**config.mk**
```make
export PLATFORM = sky130hd
export DESIGN_NAME = fld_decide
export DESIGN_NICKNAME = d
export VERILOG_FILES = /design/src/rtl/fld_pkg.sv /design/src/rtl/fld_thresh_regs.sv /design/src/rtl/fld_tracker.sv /design/src/rtl/fld_rule.sv /design/src/rtl/fld_decide.sv
export SDC_FILE = /design/constraint.sdc
export NUM_CORES = 2
export LEC_CHECK = 0
export BUFFER_PORTS_ARGS = -buffer_cell sky130_fd_sc_hd__clkbuf_2
export CORE_ASPECT_RATIO = 1.25
export CORE_UTILIZATION = 62
export DETAILED_ROUTE_END_ITERATION = 10
export PLACE_DENSITY = 0.78
export SLEW_MARGIN = 20
export SYNTH_ARGS = -nofsm -noshare
export SYNTH_HDL_FRONTEND = slang
export SYNTH_HIERARCHICAL = 1
export SYNTH_SLANG_ARGS = --single-unit
```
**constraint.sdc**
```tcl
create_clock -name clk -period 17.9 [get_ports clk]
set_input_delay 1.79 -clock clk [delete_from_list [all_inputs] [get_ports clk]]
set_output_delay 1.79 -clock clk [all_outputs]
set_load 0.02 [all_outputs]
```
**src/rtl/fld_pkg.sv**
```systemverilog
package fld_pkg;

    typedef enum logic [1:0] {
        OUT_AMBIG  = 2'd0,
        OUT_UNIQUE = 2'd1,
        OUT_RATIO  = 2'd2
    } outcome_e;

    typedef enum logic [1:0] {
        ST_IDLE    = 2'd0,
        ST_COLLECT = 2'd1,
        ST_REPORT  = 2'd2
    } state_e;

    localparam logic [1:0] ADDR_DELTA  = 2'd0;
    localparam logic [1:0] ADDR_SIGMA  = 2'd1;
    localparam logic [1:0] ADDR_LAMBDA = 2'd2;

endpackage

```
**src/rtl/fld_thresh_regs.sv**
```systemverilog
module fld_thresh_regs #(
    parameter int VAL_W      = 16,
    parameter int DEF_DELTA  = 26870,
    parameter int DEF_SIGMA  = 7864,
    parameter int DEF_LAMBDA = 14336
) (
    input  logic             clk,
    input  logic             rst_n,
    input  logic             wr_en,
    input  logic [1:0]       wr_addr,
    input  logic [VAL_W-1:0] wr_data,
    output logic [VAL_W-1:0] delta_o,
    output logic [VAL_W-1:0] sigma_o,
    output logic [VAL_W-1:0] lambda_o
);
    import fld_pkg::*;

    logic [VAL_W-1:0] delta_q, sigma_q, lambda_q;

    always_ff @(posedge clk) begin
        if (!rst_n) begin
            delta_q  <= VAL_W'(DEF_DELTA);
            sigma_q  <= VAL_W'(DEF_SIGMA);
            lambda_q <= VAL_W'(DEF_LAMBDA);
        end else if (wr_en) begin
            case (wr_addr)
                ADDR_DELTA:  delta_q  <= wr_data;
                ADDR_SIGMA:  sigma_q  <= wr_data;
                ADDR_LAMBDA: lambda_q <= wr_data;
                default:     ;
            endcase
        end
    end

    assign delta_o  = delta_q;
    assign sigma_o  = sigma_q;
    assign lambda_o = lambda_q;

endmodule

```
**src/rtl/fld_tracker.sv**
```systemverilog
module fld_tracker #(
    parameter int VAL_W = 16,
    parameter int CNT_W = 6,
    parameter int SUM_W = VAL_W + CNT_W
) (
    input  logic             clk,
    input  logic             rst_n,
    input  logic             in_valid,
    input  logic             in_first,
    input  logic [VAL_W-1:0] in_value,
    output logic [VAL_W-1:0] nxt_max,
    output logic [VAL_W-1:0] nxt_sec,
    output logic [CNT_W-1:0] nxt_idx,
    output logic             nxt_tie,
    output logic [SUM_W-1:0] nxt_sum,
    output logic [CNT_W-1:0] nxt_cnt
);
    logic [VAL_W-1:0] max_q, sec_q;
    logic [CNT_W-1:0] idx_q, cnt_q;
    logic             tie_q;
    logic [SUM_W-1:0] sum_q;

    // Next-value path: includes the sample presented this cycle, so the
    // rule can be evaluated in the same cycle as the last sample.
    always_comb begin
        if (in_first) begin
            nxt_max = in_value;
            nxt_sec = '0;
            nxt_idx = '0;
            nxt_tie = 1'b0;
            nxt_sum = SUM_W'(in_value);
            nxt_cnt = CNT_W'(1);
        end else begin
            nxt_max = max_q;
            nxt_sec = sec_q;
            nxt_idx = idx_q;
            nxt_tie = tie_q;
            nxt_sum = sum_q + SUM_W'(in_value);
            nxt_cnt = cnt_q + CNT_W'(1);
            if (in_value > max_q) begin
                nxt_sec = max_q;
                nxt_max = in_value;
                nxt_idx = cnt_q;
                nxt_tie = 1'b0;
            end else if (in_value == max_q) begin
                nxt_sec = in_value;
                nxt_tie = 1'b1;
            end else if (in_value > sec_q) begin
                nxt_sec = in_value;
            end
        end
    end

    always_ff @(posedge clk) begin
        if (!rst_n) begin
            max_q <= '0;
            sec_q <= '0;
            idx_q <= '0;
            tie_q <= 1'b0;
            sum_q <= '0;
            cnt_q <= '0;
        end else if (in_valid) begin
            max_q <= nxt_max;
            sec_q <= nxt_sec;
            idx_q <= nxt_idx;
            tie_q <= nxt_tie;
            sum_q <= nxt_sum;
            cnt_q <= nxt_cnt;
        end
    end

endmodule

```
**src/rtl/fld_rule.sv**
```systemverilog
module fld_rule #(
    parameter int VAL_W    = 16,
    parameter int CNT_W    = 6,
    parameter int SUM_W    = VAL_W + CNT_W,
    parameter int LAM_FRAC = 13
) (
    input  logic [VAL_W-1:0] top_val,
    input  logic [VAL_W-1:0] run_val,
    input  logic             top_tie,
    input  logic [SUM_W-1:0] total,
    input  logic [CNT_W-1:0] count,
    input  logic [VAL_W-1:0] delta,
    input  logic [VAL_W-1:0] sigma,
    input  logic [VAL_W-1:0] lambda,
    output logic [1:0]       outcome,
    output logic             err
);
    import fld_pkg::*;

    localparam int PROD_W = VAL_W + SUM_W + 1;

    logic [VAL_W-1:0]  gap;
    logic [PROD_W-1:0] lhs, rhs;
    logic              pass_primary, pass_ratio;
    outcome_e          verdict;

    always_comb begin
        gap          = top_val - run_val;
        pass_primary = (top_val > delta) && (gap > sigma);
        lhs          = (PROD_W'(top_val) * PROD_W'(count)) << LAM_FRAC;
        rhs          = PROD_W'(lambda) * PROD_W'(total);
        pass_ratio   = lhs > rhs;
        err          = count < CNT_W'(2);
        if (err || top_tie)      verdict = OUT_AMBIG;
        else if (pass_primary)   verdict = OUT_UNIQUE;
        else if (pass_ratio)     verdict = OUT_RATIO;
        else                     verdict = OUT_AMBIG;
        outcome = verdict;
    end

endmodule

```
**src/rtl/fld_decide.sv**
```systemverilog
module fld_decide #(
    parameter int VAL_W      = 16,
    parameter int MAX_MODES  = 32,
    parameter int LAM_FRAC   = 13,
    parameter int DEF_DELTA  = 26870,
    parameter int DEF_SIGMA  = 7864,
    parameter int DEF_LAMBDA = 14336
) (
    input  logic                               clk,
    input  logic                               rst_n,
    input  logic                               sim_valid,
    input  logic                               sim_last,
    input  logic [VAL_W-1:0]                   sim_value,
    input  logic                               cfg_we,
    input  logic [1:0]                         cfg_addr,
    input  logic [VAL_W-1:0]                   cfg_wdata,
    output logic                               res_valid,
    output logic [$clog2(MAX_MODES+1)-1:0]     res_index,
    output logic [1:0]                         res_outcome,
    output logic                               res_err
);
    import fld_pkg::*;

    localparam int CNT_W = $clog2(MAX_MODES + 1);
    localparam int SUM_W = VAL_W + CNT_W;

    state_e           state_q, state_d;
    logic             take_last;
    logic [VAL_W-1:0] delta_q, sigma_q, lambda_q;
    logic [VAL_W-1:0] t_max, t_sec;
    logic [CNT_W-1:0] t_idx, t_cnt;
    logic             t_tie;
    logic [SUM_W-1:0] t_sum;
    logic [1:0]       rule_out;
    logic             rule_err;

    assign take_last = sim_valid && sim_last;

    fld_thresh_regs #(
        .VAL_W(VAL_W), .DEF_DELTA(DEF_DELTA),
        .DEF_SIGMA(DEF_SIGMA), .DEF_LAMBDA(DEF_LAMBDA)
    ) regs_i (
        .clk(clk), .rst_n(rst_n), .wr_en(cfg_we), .wr_addr(cfg_addr),
        .wr_data(cfg_wdata), .delta_o(delta_q), .sigma_o(sigma_q),
        .lambda_o(lambda_q)
    );

    fld_tracker #(.VAL_W(VAL_W), .CNT_W(CNT_W), .SUM_W(SUM_W)) trk_i (
        .clk(clk), .rst_n(rst_n), .in_valid(sim_valid),
        .in_first(state_q != ST_COLLECT), .in_value(sim_value),
        .nxt_max(t_max), .nxt_sec(t_sec), .nxt_idx(t_idx),
        .nxt_tie(t_tie), .nxt_sum(t_sum), .nxt_cnt(t_cnt)
    );

    fld_rule #(
        .VAL_W(VAL_W), .CNT_W(CNT_W), .SUM_W(SUM_W), .LAM_FRAC(LAM_FRAC)
    ) rule_i (
        .top_val(t_max), .run_val(t_sec), .top_tie(t_tie), .total(t_sum),
        .count(t_cnt), .delta(delta_q), .sigma(sigma_q), .lambda(lambda_q),
        .outcome(rule_out), .err(rule_err)
    );

    // State register
    always_ff @(posedge clk) begin
        if (!rst_n) state_q <= ST_IDLE;
        else        state_q <= state_d;
    end

    // Next-state logic
    always_comb begin
        state_d = state_q;
        unique case (state_q)
            ST_IDLE, ST_REPORT: begin
                if (take_last)      state_d = ST_REPORT;
                else if (sim_valid) state_d = ST_COLLECT;
                else                state_d = ST_IDLE;
            end
            ST_COLLECT: begin
                if (take_last)      state_d = ST_REPORT;
                else                state_d = ST_COLLECT;
            end
            default:                state_d = ST_IDLE;
        endcase
    end

    // Output register
    always_ff @(posedge clk) begin
        if (!rst_n) begin
            res_valid   <= 1'b0;
            res_index   <= '0;
            res_outcome <= OUT_AMBIG;
            res_err     <= 1'b0;
        end else begin
            res_valid <= (state_d == ST_REPORT);
            if (take_last) begin
                res_index   <= t_idx;
                res_outcome <= rule_out;
                res_err     <= rule_err;
            end
        end
    end

endmodule

```
==> qor.csv <==
stage,metric,value,unit
grt,grt_util_all_layers,33.7,%
sta,rsz0062_at_grt,false,
floorplan,num_rows,80,
grt,grt_overflow_total,0,
detailed_routing,dr.first_iter.drc_count,1217,
sta,fmax,87.0,MHz
synth,synth_edf_count,0,
status,run_status,completed,
detailed_routing,routedWlPerCell,18.9,um
floorplan,start_util,62.9,%
synth,synth_xor_area_share,2.59,%
floorplan,dieArea,39500,um^2
setup_path,end_kind,flip-flop,
synth,syn_avg_cell_area,8.39,um^2
flow_run,cap_violations,0,
clock_network,cts_sinks,127,
synth,synth-simple-area-share,19.5,%
place,gp_congestion,0.931,
setup_path,cp_slowest_cell,fa_1,
setup_path,cp_max_fo,16,
sta,worstMarginPinSlew,1150,ps
finish,seqCellArea,2540,um^2
finish,n_fill_cell,3179,
setup_path,worst-r2r-setup-slack,7640,ps
clock_network,path_clk_slew,60,ps
setup_path,cp_common_cell,fa_1,
setup_path,worst_path_largest_cell_delay,560,ps
detailed_routing,drcViolationCount,0,
hold_path,worst_hold_path_type,reg -> reg,
finish,drive_above_1_share,6.52,%
clock_network,post_cts.repair.setup_buffers,0,
synth,synth_seq_area_share,10.6,%
detailed_routing,routed_via_density,5.97,
synth,synthAdderAreaFrac,41.6,%
synth,syn_inst,2858,
setup_path,reg2reg_to,res_outcome[1],
synth,synth_fp_nets,3492,
finish,multi_input_comb_area,19000,um^2
finish,diodes,0,
detailed_routing,first_pass_iters,5,
floorplan,io_pins,49,
detailed_routing,ant_nets,0,
synth,synth_largest_area_cell,fa_1,
sta,period_share,64.2,%
setup_path,r2r_start,trk_i/sum_q[0],
grt,grt_pass1_wl,105000,um
synth,yosys-top-cells-area,"fa_1, ha_1, dfxtp_1",
place,port_buffers,48,
clock_network,cts_resized,0,
synth,synth_compound_area_share,11.7,%
clock_network,cts.path.max_buffers,2,
clock_network,clkLatencyLatePin,440,ps
finish,area_growth,4.74,%
synth,synthArstFlopShare,0,%
synth,synthMuxAreaShare,3.57,%
clock_network,root_buffer,clkbuf_16,
sta,setup_ws,6400,ps
synth,synth_area,24000,um^2
synth,ys_types,92,
grt,grt_max_degree,69,
floorplan,core_area,38100,um^2
clock_network,cts_tree,done,
grt,antenna_found_initial,1,
sta,skew,9.50,ps
sta,fin_crit,11500,ps
pwr,power_leakage,12.2,nW
synth,netlist.area_leader.share,28.1,%
setup_path,endpoint,res_outcome[1],
detailed_routing,drt-total-wl,63400,um
clock_network,cts_hold_buf,0,
sta,relSlewSlack,23.1,%
place,dpl_worst_slack,6080,ps
synth,yosysWarnings,6,
pwr,peakVddDrop,0.0000846,V
setup_path,reg2reg_depth,41,
place,dpl.hpwl,49900,um
setup_path,cp-start-kind,input port,
sta,drv_slew,0,
synth,yosys_register_bits,127,
synth,synth_top_flop_cell,dfxtp_1,
clock_network,htreeDepth,4,
finish,nNetsFinal,3475,
synth,synth_top_family_by_area,adder cells,
setup_path,critPathLaunch,sim_value[1],
grt,grt_pass1_vias,21050,
pwr,power,2.05,mW
setup_path,crit_arrival,11800,ps
setup_path,worstPathRequired,18210,ps
floorplan,fp.dieW,178,um
setup_path,setup.worst_path.class,in -> reg,
floorplan,die_height,222,um
sta,hold_viol,0,
sta,fin_tns_setup,0,ps
clock_network,numCtsBuffers,17,
pwr,power_density,81.5,nW/um^2
sta,setup-violations-final,0,
detailed_routing,num_vias,19971,
-- worst min path at each step --
stage | startpoint | end | slack [ps] | cells after the start
CTS | res_index[1] | res_index[1] | 450 | 2
global route | res_index[2] | res_index[2] | 470 | 2
global placement | res_index[3] | res_index[3] | 440 | 2
finish | res_index[1] | res_index[1] | 450 | 2
detailed placement | res_index[1] | res_index[1] | 440 | 2
floorplan | regs_i/delta_o[12] | regs_i/delta_o[12] | 430 | 2
-- report_power, final --
part,switching [mW],internal [mW]
registers,0.0106,0.294
logic,0.840,0.576
clock network,0.132,0.196
total,0.983,1.07
-- critical path, delay by kind of cell --
family	cells	cell delay [ps]
adders and majority gates	9	4220
and+or+nand+nor	14	2670
buffers and inverters	5	410
AOI/OAI and AO/OA	14	2710
-- stage by stage --
stage / area [um^2] / hold WS [ps] / util [%] / std cells
floorplan: 24000 / 435 / - / 2858
global placement: 24600 / 440 / 64.4 / 3314
finish: 25100 / 451 / 65.9 / 3345
CTS: 25100 / 453 / 65.9 / 3345
detailed placement: 24600 / 444 / 64.4 / 3314
global route: 25100 / 470 / 65.9 / 3345
-- logic make-up (layout without fill, tap and decap cells) --
family          after synthesis  in the layout
fa+ha+maj                   595            595
simple gates                948            948
xor+xnor                     71             71
buf+inv                     628            623
mux                          85             85
compound gates              404            404
flops                       127            127
-- layer usage --
layer | track usage, % | wire [um] | vias to the layer above
met4 | 15.6 | 2690 | 0
met3 | 5.16 | 3700 | 178
met5 | 0 | 0 | -
li1 | - | - | 9168
met2 | 59.7 | 32700 | 706
met1 | 39.5 | 24300 | 9919
-- cells in the mapped netlist (all sizes together), types with 44 or more instances --
cell	count
and2	176
dfxtp	127
o21ai	93
ha	258
clkbuf	92
mux2i	80
nand4	44
inv	496
fa	337
nor2	100
a21oi	104
nor3	45
nand2	425
-- cell type report --
cell class              count  share of cell area (%)
multi-input cells        2103                    75.4
clock buffers              20                    1.82
well taps                 492                    2.45
clock inverters            11                   0.364
repair buffers             95                    2.37
flip-flops and latches    127                    10.1
inverters                 497                    7.43
-- state kept, by name (all words and copies together), names as in the netlist --
| signal | count |
|---|---|
| regs_i/delta_o | 16 |
| regs_i/lambda_o | 16 |
| regs_i/sigma_o | 16 |
| res_err | 1 |
| res_index | 6 |
| res_outcome | 2 |
| res_valid | 1 |
| state_q | 2 |
| trk_i/cnt_q | 6 |
| trk_i/idx_q | 6 |
| trk_i/max_q | 16 |
| trk_i/sec_q | 16 |
| trk_i/sum_q | 22 |
| trk_i/tie_q | 1 |
-- placed cells by master (no fill, tap or decap), types with 11 or more instances in the layout --
cell and instances:
nor2_1 100, nor2b_1 41, dfxtp_1 126, clkbuf_16 17, o31ai_1 12, a21oi_1 97, mux2i_1 80, nand4_1 41
buf_4 48, fa_1 337, o21ai_0 66, o21ai_1 26, and2_1 174, nand2b_1 11, nand2_1 423, inv_1 495
a211oi_1 23, and3_1 13, ha_1 258, o211ai_1 17, clkbuf_2 47, xnor2_1 42, nand3_1 40, a31oi_1 16
xor2_1 29, a221o_1 16, a21o_1 37, nor3_1 45
No activity file was read; power rests on OpenSTA's default activity.
